**src/rtl/rb_pkg.sv**
```systemverilog
package rb_pkg;

    localparam int RB_DATA_W = 32;
    localparam int RB_ADDR_W = 13;
    localparam int HOST_W    = 64;

    // host window byte offsets
    localparam int OFS_PARAM = 8'h08;
    localparam int OFS_CMD   = 8'h10;
    localparam int OFS_STAT  = 8'h18;

    typedef enum logic [1:0] {
        OP_NOP = 2'd0,
        OP_RD  = 2'd1,
        OP_WR  = 2'd2,
        OP_RSV = 2'd3
    } rb_op_e;

    typedef struct packed {
        rb_op_e                 op;
        logic [RB_ADDR_W-1:0]   addr;
        logic [RB_DATA_W-1:0]   data;
    } rb_cmd_t;

    function automatic rb_cmd_t cmd_unpack(input logic [HOST_W-1:0] w);
        rb_cmd_t c;
        c.op   = rb_op_e'(w[63:62]);
        c.addr = w[44:32];
        c.data = w[31:0];
        return c;
    endfunction

    function automatic logic is_access(input rb_op_e op);
        return (op == OP_RD) || (op == OP_WR);
    endfunction

    function automatic logic [HOST_W-1:0] param_pack(
        input logic        lsb_first,
        input logic [5:0]  max_bits,
        input logic [5:0]  cs_count,
        input logic        cpol,
        input logic        cpha,
        input logic [15:0] periph_id
    );
        logic [HOST_W-1:0] w;
        w        = '0;
        w[1]     = lsb_first;
        w[7:2]   = max_bits;
        w[13:8]  = cs_count;
        w[14]    = cpol;
        w[15]    = cpha;
        w[47:32] = periph_id;
        return w;
    endfunction

endpackage

```
**src/rtl/rb_host_regs.sv**
```systemverilog
module rb_host_regs
    import rb_pkg::*;
#(
    parameter int HADDR_W = 8
) (
    input  logic                  host_wr_en,
    input  logic [HADDR_W-1:0]    host_wr_addr,
    input  logic [HOST_W-1:0]     host_wr_data,
    input  logic [HADDR_W-1:0]    host_rd_addr,
    input  logic [HOST_W-1:0]     param_word,
    input  logic                  sts_valid,
    input  logic [RB_DATA_W-1:0]  sts_rdata,
    output logic                  cmd_wr,
    output rb_cmd_t               cmd,
    output logic [HOST_W-1:0]     host_rd_data
);

    localparam logic [HADDR_W-1:0] A_PARAM = HADDR_W'(OFS_PARAM);
    localparam logic [HADDR_W-1:0] A_CMD   = HADDR_W'(OFS_CMD);
    localparam logic [HADDR_W-1:0] A_STAT  = HADDR_W'(OFS_STAT);
    localparam int                 PAD_W   = HOST_W - RB_DATA_W - 1;

    assign cmd_wr = host_wr_en && (host_wr_addr == A_CMD);
    assign cmd    = cmd_unpack(host_wr_data);

    always_comb begin
        unique case (host_rd_addr)
            A_PARAM: host_rd_data = param_word;
            A_STAT:  host_rd_data = {{PAD_W{1'b0}}, sts_valid, sts_rdata};
            default: host_rd_data = '0;
        endcase
    end

endmodule

```
**src/rtl/rb_cmd_engine.sv**
```systemverilog
module rb_cmd_engine
    import rb_pkg::*;
(
    input  logic                  clk,
    input  logic                  rst,
    input  logic                  cmd_wr,
    input  rb_cmd_t               cmd,
    output logic                  bus_req,
    output logic                  bus_we,
    output logic [RB_ADDR_W-1:0]  bus_addr,
    output logic [RB_DATA_W-1:0]  bus_wdata,
    input  logic                  bus_ack,
    input  logic [RB_DATA_W-1:0]  bus_rdata,
    output logic                  sts_valid,
    output logic [RB_DATA_W-1:0]  sts_rdata
);

    typedef enum logic {ENG_IDLE, ENG_WAIT} eng_state_e;
    eng_state_e state;

    always_ff @(posedge clk) begin
        if (rst) begin
            state     <= ENG_IDLE;
            bus_req   <= 1'b0;
            bus_we    <= 1'b0;
            bus_addr  <= '0;
            bus_wdata <= '0;
            sts_valid <= 1'b0;
            sts_rdata <= '0;
        end else begin
            unique case (state)
                ENG_IDLE: begin
                    if (cmd_wr) begin
                        if (is_access(cmd.op)) begin
                            bus_req   <= 1'b1;
                            bus_we    <= (cmd.op == OP_WR);
                            bus_addr  <= {cmd.addr[RB_ADDR_W-1:2], 2'b00};
                            bus_wdata <= cmd.data;
                            sts_valid <= 1'b0;
                            state     <= ENG_WAIT;
                        end else begin
                            sts_valid <= 1'b1;
                        end
                    end
                end
                ENG_WAIT: begin
                    if (bus_ack) begin
                        bus_req   <= 1'b0;
                        sts_valid <= 1'b1;
                        if (!bus_we) sts_rdata <= bus_rdata;
                        state     <= ENG_IDLE;
                    end
                end
                default: state <= ENG_IDLE;
            endcase
        end
    end

    // request fields frozen until acknowledged
    p_req_hold_r3: assert property (@(posedge clk) disable iff (rst)
        (bus_req && !bus_ack) |=> (bus_req && $stable(bus_addr) && $stable(bus_we) && $stable(bus_wdata)));

    // valid is low throughout an outstanding request
    p_busy_not_valid_r3: assert property (@(posedge clk) disable iff (rst)
        bus_req |-> !sts_valid);

    // acknowledge completes in one edge
    p_done_r4: assert property (@(posedge clk) disable iff (rst)
        (bus_req && bus_ack) |=> (!bus_req && sts_valid));

    // write completion keeps read data
    p_wr_keeps_r5: assert property (@(posedge clk) disable iff (rst)
        (bus_req && bus_ack && bus_we) |=> $stable(sts_rdata));

    // read completion captures back-end data
    p_rd_capture_r6: assert property (@(posedge clk) disable iff (rst)
        (bus_req && bus_ack && !bus_we) |=> (sts_rdata == $past(bus_rdata)));

    // a no-operation command touches no back end and reports done
    p_nop_r7: assert property (@(posedge clk) disable iff (rst)
        (!bus_req && cmd_wr && !is_access(cmd.op)) |=> (sts_valid && !bus_req && $stable(sts_rdata)));

    // back-end address is always word aligned
    p_aligned_r2: assert property (@(posedge clk) disable iff (rst)
        bus_req |-> (bus_addr[1:0] == 2'b00));

endmodule

```
**src/rtl/regbus_bridge.sv**
```systemverilog
module regbus_bridge
    import rb_pkg::*;
#(
    parameter int          HADDR_W       = 8,
    parameter bit          PRM_LSB_FIRST = 1'b0,
    parameter int          PRM_MAX_BITS  = 32,
    parameter int          PRM_CS_COUNT  = 1,
    parameter bit          PRM_CPOL      = 1'b0,
    parameter bit          PRM_CPHA      = 1'b1,
    parameter logic [15:0] PRM_PERIPH_ID = 16'h3A7C
) (
    input  logic                  clk,
    input  logic                  rst,
    input  logic                  host_wr_en,
    input  logic [HADDR_W-1:0]    host_wr_addr,
    input  logic [63:0]           host_wr_data,
    input  logic [HADDR_W-1:0]    host_rd_addr,
    output logic [63:0]           host_rd_data,
    output logic                  bus_req,
    output logic                  bus_we,
    output logic [12:0]           bus_addr,
    output logic [31:0]           bus_wdata,
    input  logic                  bus_ack,
    input  logic [31:0]           bus_rdata
);

    localparam logic [HOST_W-1:0] PARAM_WORD = param_pack(
        PRM_LSB_FIRST, 6'(PRM_MAX_BITS), 6'(PRM_CS_COUNT),
        PRM_CPOL, PRM_CPHA, PRM_PERIPH_ID);

    logic                 cmd_wr;
    rb_cmd_t              cmd;
    logic                 sts_valid;
    logic [RB_DATA_W-1:0] sts_rdata;

    rb_host_regs #(.HADDR_W(HADDR_W)) u_regs (
        .host_wr_en   (host_wr_en),
        .host_wr_addr (host_wr_addr),
        .host_wr_data (host_wr_data),
        .host_rd_addr (host_rd_addr),
        .param_word   (PARAM_WORD),
        .sts_valid    (sts_valid),
        .sts_rdata    (sts_rdata),
        .cmd_wr       (cmd_wr),
        .cmd          (cmd),
        .host_rd_data (host_rd_data)
    );

    rb_cmd_engine u_eng (
        .clk       (clk),
        .rst       (rst),
        .cmd_wr    (cmd_wr),
        .cmd       (cmd),
        .bus_req   (bus_req),
        .bus_we    (bus_we),
        .bus_addr  (bus_addr),
        .bus_wdata (bus_wdata),
        .bus_ack   (bus_ack),
        .bus_rdata (bus_rdata),
        .sts_valid (sts_valid),
        .sts_rdata (sts_rdata)
    );

endmodule

```
**config.mk**
```make
export PLATFORM = sky130hd
export DESIGN_NAME = regbus_bridge
export DESIGN_NICKNAME = d
export VERILOG_FILES = /design/src/rtl/rb_pkg.sv /design/src/rtl/rb_host_regs.sv /design/src/rtl/rb_cmd_engine.sv /design/src/rtl/regbus_bridge.sv
export SDC_FILE = /design/constraint.sdc
export NUM_CORES = 1
export LEC_CHECK = 0
export BUFFER_PORTS_ARGS = -buffer_cell sky130_fd_sc_hd__buf_4
export CORE_MARGIN = 2
export CORE_UTILIZATION = 54
export CTS_BUF_LIST = sky130_fd_sc_hd__clkbuf_8
export CTS_CLUSTER_DIAMETER = 120
export DETAILED_ROUTE_END_ITERATION = 6
export MAX_ROUTING_LAYER = met4
export PLACE_DENSITY = 0.86
export SYNTH_ARGS = -nofsm -noshare
export SYNTH_HDL_FRONTEND = slang
export SYNTH_HIERARCHICAL = 1
export SYNTH_SLANG_ARGS = --single-unit
```
**constraint.sdc**
```tcl
create_clock -name clk -period 3.15 [get_ports clk]
set_input_delay 0.1575 -clock clk [delete_from_list [all_inputs] [get_ports clk]]
set_output_delay 0.1575 -clock clk [all_outputs]
set_load 0.005 [all_outputs]
```
Yosys cells after proc, flatten, opt, wreduce, memory -nomap -nowiden
Cells that the tools add are included.
Word-level totals
  flip-flop bits (word level): 79
  output and inout port bits: 111
  word-level logic and storage cells: 36
Cells by class
  eq/ne operators: 8
  muxes and demuxes: 13
  bitwise logic cells: 2
  reduce and logical (&&, ||, !) cells: 6
Operators by type and width (number)
  46-bit one-hot mux with 2 select lines: 1
  8-bit by 5-bit == test with 1-bit output, second input constant: 2
  1-bit 2-to-1 mux: 9
  3-bit AND reduction: 3
  8-bit by 4-bit == test with 1-bit output, second input constant: 1
  1-bit one-hot mux with 2 select lines: 3
  2-bit != test, second input constant: 2
  2-bit by 1-bit == test with 1-bit output, second input constant: 1
  2-bit == test, second input constant: 1
  2-bit by 1-bit != test with 1-bit output, second input constant: 1
  1-bit inverter: 2
  2-bit AND reduction: 1
  1-bit logical AND: 1
  1-bit logical OR: 1

Depth between registers and ports, before layout
Gate-level depths: netlist of the first run.
  depth after elaboration: 5
  mapped depth: 7

Modules after synthesis
The synthesis of the first run kept the hierarchy.
By module, submodules not included
  rb_cmd_engine: times used 1, cells each 348, area an instance 3641.0 um2, seq. area each 1581.5 um2
  rb_host_regs: times used 1, cells each 200, area an instance 1617.8 um2, seq. area each 0.0 um2
  regbus_bridge: times used 1, cells each 2, area an instance 7.5 um2, seq. area each 0.0 um2

Worst setup path after synthesis of the first run
Ideal clock, no wire load.
  path type: in2reg
  start point: in host_wr_addr[2]
  end point: reg u_eng.bus_addr[10]
  arrival: 1299 ps
  required time: 3078 ps
  path slack: 1779 ps
  cell stages on the path: 6
  cells stage by stage: nor4b_1 and4b_1 nor3b_2 buf_6 buf_12 mux2i_1
Between the ends
  word-level cells in the longest chain between the ends: 3
Ends and longest elaborated chain
  start, declared: line regbus_bridge.sv:15  | input logic [HADDR_W-1:0] host_wr_addr,
  8-bit by 5-bit == test with 1-bit output: line rb_host_regs.sv:23  | assign cmd_wr = host_wr_en && (host_wr_addr == A_CMD);
  1-bit logical AND: line rb_host_regs.sv:23
  named net cmd_wr: line regbus_bridge.sv:31  | logic cmd_wr;
  3-bit AND reduction (no source line)
  end signal, assigned: line rb_cmd_engine.sv:37  | bus_addr <= {cmd.addr[RB_ADDR_W-1:2], 2'b00};
  end, declared: line rb_cmd_engine.sv:10  | output logic [RB_ADDR_W-1:0] bus_addr,
The timed path passes the listed nets, and every way through them passes these cells.
A chain may end at the register's enable or synchronous reset.

Worst setup path after layout of the first run
  start point: in host_rd_addr[1]
  end point: out host_rd_data[21]
Between the ends
  word-level cells in the longest chain between the ends: 2
  elaborated cells between the ends (all ways): 3
  those cells by class: eq/ne: 2; mux: 1
Ends and longest elaborated chain
  start, declared: line regbus_bridge.sv:17  | input logic [HADDR_W-1:0] host_rd_addr,
  8-bit by 5-bit == test with 1-bit output / 8-bit by 4-bit == test with 1-bit output (equally long branches): line rb_host_regs.sv:27  | unique case (host_rd_addr)
  46-bit one-hot mux with 2 select lines (*): line rb_host_regs.sv:27
  end, declared: line regbus_bridge.sv:18  | output logic [63:0] host_rd_data,
Mark *: on every way between the ends. The rest lies on a longest branch, timed or not.

==> flow_metrics.env, run 1 <==
export IMPL_outcome="finished, final reports clean"
export IMPL_pin_count=227
export IMPL_skew_ns=0.009207
export IMPL_diodes=0
export IMPL_slowest_stage="or4b_4"
export IMPL_place_congestion=0.7478
export IMPL_dpl_cell_count=833
export IMPL_dr_total_vias=3948
export IMPL_maxSlewViolCount=0
export IMPL_tns_ns=0
export IMPL_grt_max_degree=156
export IMPL_netlist_instances=548
export IMPL_dr_pass1_iters=6
export IMPL_setup_viol=0
export IMPL_cts_setup_buffers=0
export IMPL_rows=35
export IMPL_fin_crit_sh_pct=60.43
export IMPL_crit_fanout=64
export IMPL_worstHoldEndpoint="u_eng/bus_wdata[18]$_SDFFE_PP0P_"
export IMPL_core_um2=9328
export IMPL_clock_sinks=79
export IMPL_routedWlPerCell_um=13.16
export IMPL_hold_viol=0
export IMPL_insertion_delay_ns=0.34
export IMPL_arrival_ns=1.75
export IMPL_finalWirelength_um=11160
export IMPL_hold_buffers=0
export IMPL_slew_headroom_pct=30.41
export IMPL_crit_required_ns=2.99
export IMPL_worstSetupPathType="primary input to primary output"
export IMPL_fmax_ghz=0.5253
export IMPL_overflow=0
export IMPL_critical_path_cell_chain="buf_4, or4b_4, nor3_2, buf_4"
export IMPL_path_clk_slew_ns=0.08
export IMPL_start_util_pct=56.30
export IMPL_htreeDepth=3
export IMPL_worst_setup_path_start_kind="primary input"
export IMPL_viasPerCell=4.656
export IMPL_rrSetupSlack_ns=1.37
export IMPL_drt_initial_drc_count=77
export IMPL_cts_tree="done"
export IMPL_yosys_warnings=6
export IMPL_worstSetupEndpointType="primary output"
export IMPL_finalCriticalPeriod_ns=1.904
export IMPL_r2r_end="u_eng/sts_rdata[27]$_SDFFE_PP0P_"
export IMPL_worst_pin_slew_ns=1.044
export IMPL_slowest_delay_ns=0.94
export IMPL_reg2reg_from="u_eng/state$_SDFF_PP0_"
export IMPL_cap_violations=0
export IMPL_drive_above_1_share_pct=37.27
export IMPL_die_area_um2=10530
export IMPL_grt_pass1_vias=3828
export IMPL_grt_pass1_wl_um=17520
export IMPL_drcViolationCount=0
export IMPL_clockRootBuffer="clkbuf_8"
export IMPL_ctsLongestPathBuffers=2
export IMPL_dp_hpwl_um=7951
export IMPL_fin_nets=832
export IMPL_avgSynthCellArea_um2=9.583
export IMPL_numCtsBuffers=9
export IMPL_powerDensity_nw_per_um2=307.0
export IMPL_io_buffers=183
export IMPL_area_growth_pct=24.33
export IMPL_final_cell_count_no_fill=848
export IMPL_mappedNetlistArea_um2=5251
export IMPL_vdd_ir_drop_max_mv=0.2603
export IMPL_fp_dieW_um=102.6
export IMPL_rsz0062_at_grt="no"
export IMPL_holdCritPathClass="primary input to flop"
export IMPL_fin_util_pct=69.99
export IMPL_ant_nets=0
export IMPL_min_from="host_wr_data[18]"
export IMPL_worstHoldPathCells=3
export IMPL_reg2reg_depth=2
export IMPL_post_cts_resized=0
export IMPL_antenna_found_initial=0
export IMPL_hold_ws_ns=0.07868
export IMPL_die_y_um=102.6
export IMPL_grtUsageTotal_pct=21.42
export IMPL_power_leakage_uw=0.002678
export IMPL_worst_path_most_repeated_cell="buf_4"
## cell usage in the layout (no fill, tap or decap), types with 5 or more instances in the layout
master    instances
nor3_2           60
conb_1           66
nor3_1            5
buf_4           184
inv_1            33
dfxtp_1          79
clkbuf_8         10
mux2i_1         110
nand2b_1        152
## how the worst max path moves through the flow
stage          slack (ns)                         endpoint             from  cells after the start
5_1_grt              1.21                 host_rd_data[21]  host_rd_addr[1]                      4
2_1_floorplan        1.78  u_eng/bus_addr[10]$_SDFFE_PP0P_  host_wr_addr[2]                      6
6_report             1.25                 host_rd_data[21]  host_rd_addr[1]                      4
3_3_place_gp         1.15   u_eng/bus_addr[6]$_SDFFE_PP0P_  host_wr_addr[2]                      6
4_1_cts              1.26                 host_rd_data[21]  host_rd_addr[1]                      4
3_5_place_dp         1.10   u_eng/bus_addr[3]$_SDFFE_PP0P_  host_wr_addr[2]                      6
## worst max-delay path, delay by kind of cell
kind | cells | cell delay [ns]
buf+inv | 2 | 0.25
simple gates | 2 | 1.29
## final cells by class
class	count	area, µm²
multi-input cells	407	3067
fillers	740	2799
flip-flops and latches	79	1582
repair buffers	185	1401
well taps	129	161.4
clock buffers	10	137.6
inverters	33	123.9
clock inverters	5	56.30
## metrics by stage
step,instance area [µm²],power [µW],setup slack (ns)
2_1_floorplan,5488,1217,1.779
3_3_place_gp,6335,1271,1.146
3_5_place_dp,6335,1278,1.105
4_1_cts,6529,2028,1.261
5_1_grt,6529,2096,1.210
6_report,6529,2004,1.246
## flip-flops by register name, summed over array words and instances (netlist names)
name / cells
u_eng/sts_rdata: 32
u_eng/bus_req: 1
u_eng/sts_valid: 1
u_eng/state: 1
u_eng/bus_addr: 11
u_eng/bus_we: 1
u_eng/bus_wdata: 32
## routing by layer
| layer | wire [µm] | share of wire (%) | vias to the layer above | global-route usage [%] |
|---|---|---|---|---|
| li1 | - | - | 1988 | - |
| met1 | 4445 | 40 | 1794 | 24.56 |
| met2 | 5540 | 50 | 151 | 36.15 |
| met3 | 959 | 8.6 | 15 | 5.492 |
| met4 | 218 | 2.0 | 0 | 7.795 |
| met5 | 0 | 0 | - | - |
## power breakdown
| part | switching, µW | internal, µW | leakage, µW |
|---|---|---|---|
| registers | 0.342 | 998 | 0.000636 |
| logic | 115 | 142 | 0.00194 |
| clock network | 366 | 384 | 0.0000985 |
Note: power is estimated with default switching activity, not from simulation.
==> run 2, diff against run 1 <==
Settings changed: CORE_UTILIZATION 54 to 50, PLACE_DENSITY 0.86 to 0.8.
Clock period 3.15 ns to 1.91 ns, I/O delays scaled along.
==> run 2 against run 1 <==
- count of clock-buffer cells in the layout up 1
- clock power up 92%
- largest power group unchanged
- non-clock buffer count up 33
- die area up 7.7%
==> flow_metrics.env, run 2 (same netlist as run 1, synthesis figures left out) <==
export IMPL_die_y_um=106.5
export IMPL_insertion_delay_ns=0.35
export IMPL_dr_total_vias=4123
export IMPL_drcViolationCount=0
export IMPL_ctsLongestPathBuffers=2
export IMPL_skew_ns=0.006276
export IMPL_grt_max_degree=92
export IMPL_worst_slack_ns=0.4401
export IMPL_rsz0062_at_grt="no"
export IMPL_grtUsageTotal_pct=21.21
export IMPL_fmax_ghz=0.6803
export IMPL_pin_count=227
export IMPL_crit_fanout=16
export IMPL_vdd_ir_drop_max_mv=0.3843
export IMPL_numCtsBuffers=9
export IMPL_drive_above_1_share_pct=36.79
export IMPL_slowest_delay_ns=0.59
export IMPL_worst_path_most_repeated_cell="buf_4"
export IMPL_crit_required_ns=1.81
export IMPL_htreeDepth=3
export IMPL_hold_viol=0
export IMPL_clkPwrFrac_pct=40.4
export IMPL_fp_dieW_um=106.5
export IMPL_dpl_cell_area_um2=6466
export IMPL_fin_crit_sh_pct=76.96
export IMPL_area_growth_pct=32.28
export IMPL_dp_hpwl_um=8183
export IMPL_path_clk_slew_ns=0.08
export IMPL_finalWirelength_um=11900
export IMPL_power_leakage_uw=0.002863
export IMPL_rows=37
export IMPL_routedWlPerCell_um=13.39
export IMPL_pwr_share_seq_pct=46.1
export IMPL_grt_pass1_wl_um=18910
export IMPL_cap_violations=0
export IMPL_place_congestion=0.7404
export IMPL_diodes=0
export IMPL_powerDensity_nw_per_um2=514.4
export IMPL_io_buffers=183
export IMPL_grt_pass1_vias=4066
export IMPL_slowest_stage="or4b_4"
export IMPL_critPathBufInv=3
export IMPL_hold_ws_ns=0.01724
export IMPL_die_area_um2=11340
export IMPL_drt_initial_drc_count=221
export IMPL_sw_frac_of_total_pct=23.54
export IMPL_rrSetupSlack_ns=0.63
export IMPL_final_common_cell="buf_4"
export IMPL_clockRootBuffer="clkbuf_8"
export IMPL_setup_viol=0
export IMPL_worstSetupEndpointType="primary output"
export IMPL_final_area_um2=6947
export IMPL_cp_top_family="simple AND/OR/NAND/NOR gates"
export IMPL_overflow=0
export IMPL_arrival_ns=1.37
export IMPL_critical_path_cell_chain="buf_4, or4b_4, buf_4, nor3_1, buf_4"
export IMPL_top_regs="u_eng/bus_wdata: 32 flops, u_eng/sts_rdata: 32 flops, u_eng/bus_addr: 11 flops"
export IMPL_core_um2=10280
export IMPL_clock_sinks=79
export IMPL_outcome="finished, final reports clean"
export IMPL_antenna_found_initial=0
export IMPL_dr_pass1_iters=4
export IMPL_tns_ns=0
export IMPL_maxSlewViolCount=0
export IMPL_cts_tree="done"
export IMPL_viasPerCell=4.638
export IMPL_p_sw_uw=841.0
export IMPL_ant_nets=0
export IMPL_worst_pin_slew_ns=0.5803
export IMPL_slew_headroom_pct=61.31
export IMPL_worstSetupPathType="primary input to primary output"
export IMPL_combinationalPowerShare_pct=13.5
export IMPL_fin_nets=865
export IMPL_finalCriticalPeriod_ns=1.470
export IMPL_holdCritPathClass="primary input to flop"
export IMPL_worst_setup_path_start_kind="primary input"
export IMPL_internal_power_uw=2732
export IMPL_final_cell_mix="buf_4 (187), nand2b_1 (152), mux2i_1 (110)"
export IMPL_start_util_pct=51.10
export IMPL_preCtsSetupSlack_ns=0.2681
==> run 2: layer usage <==
layer,vias up,track usage (%),share of wire (%)
li1,2060,-,-
met1,1897,24.50,42
met2,147,35.71,49
met3,19,5.702,6.7
met4,0,7.236,1.8
met5,-,-,0
==> run 2: final timing paths <==
path | endpoint | cells past startpoint | start
hold / removal | u_eng/bus_addr[11]$_SDFFE_PP0P_ | 3 | host_wr_data[43]
setup reg to reg | u_eng/sts_rdata[6]$_SDFFE_PP0P_ | 3 | u_eng/state$_SDFF_PP0_
hold reg to reg | u_eng/sts_valid$_SDFFE_PP0P_ | 2 | u_eng/sts_valid$_SDFFE_PP0P_
setup / recovery | host_rd_data[13] | 5 | host_rd_addr[1]
==> run 2: final cells by class <==
cell class | count | area (µm²)
clock inverter | 5 | 78.83
fill | 832 | 3331
clock buffer | 11 | 151.4
tap | 136 | 170.2
sequential | 79 | 1582
multi-input combinational | 407 | 3067
timing repair buffer | 218 | 1774
inverter | 33 | 123.9
==> run 2: stage by stage <==
step                      total power, µW  util [%]  cells
after global placement               2109     62.92    848
final                                3573     67.59    889
after CTS                            3602     67.59    889
after global routing                 3720     67.59    889
after floorplan                      2007         -    611
after detailed placement             2120     62.92    848
==> run 2: power groups by stage <==
stage	logic [µW]	clock network (µW)	registers (µW)
final	482	1440	1650
after global routing	527	1550	1650
after CTS	477	1480	1650
after detailed placement	435	0	1690
after global placement	423	0	1690
after floorplan	321	0	1690
==> run 2: repair_timing <==
item                                   4_1_cts  5_1_grt
gates resized for setup                      0        0
hold buffers                                25        0
setup buffers                                0        0
endpoints found under the hold margin       25        0
==> run 2: worst min-delay path, delay by kind of cell <==
| family | cells | cell delay, ns |
|---|---|---|
| simple gates | 1 | 0.05 |
| mux | 1 | 0.06 |
| buf+inv | 1 | 0.11 |
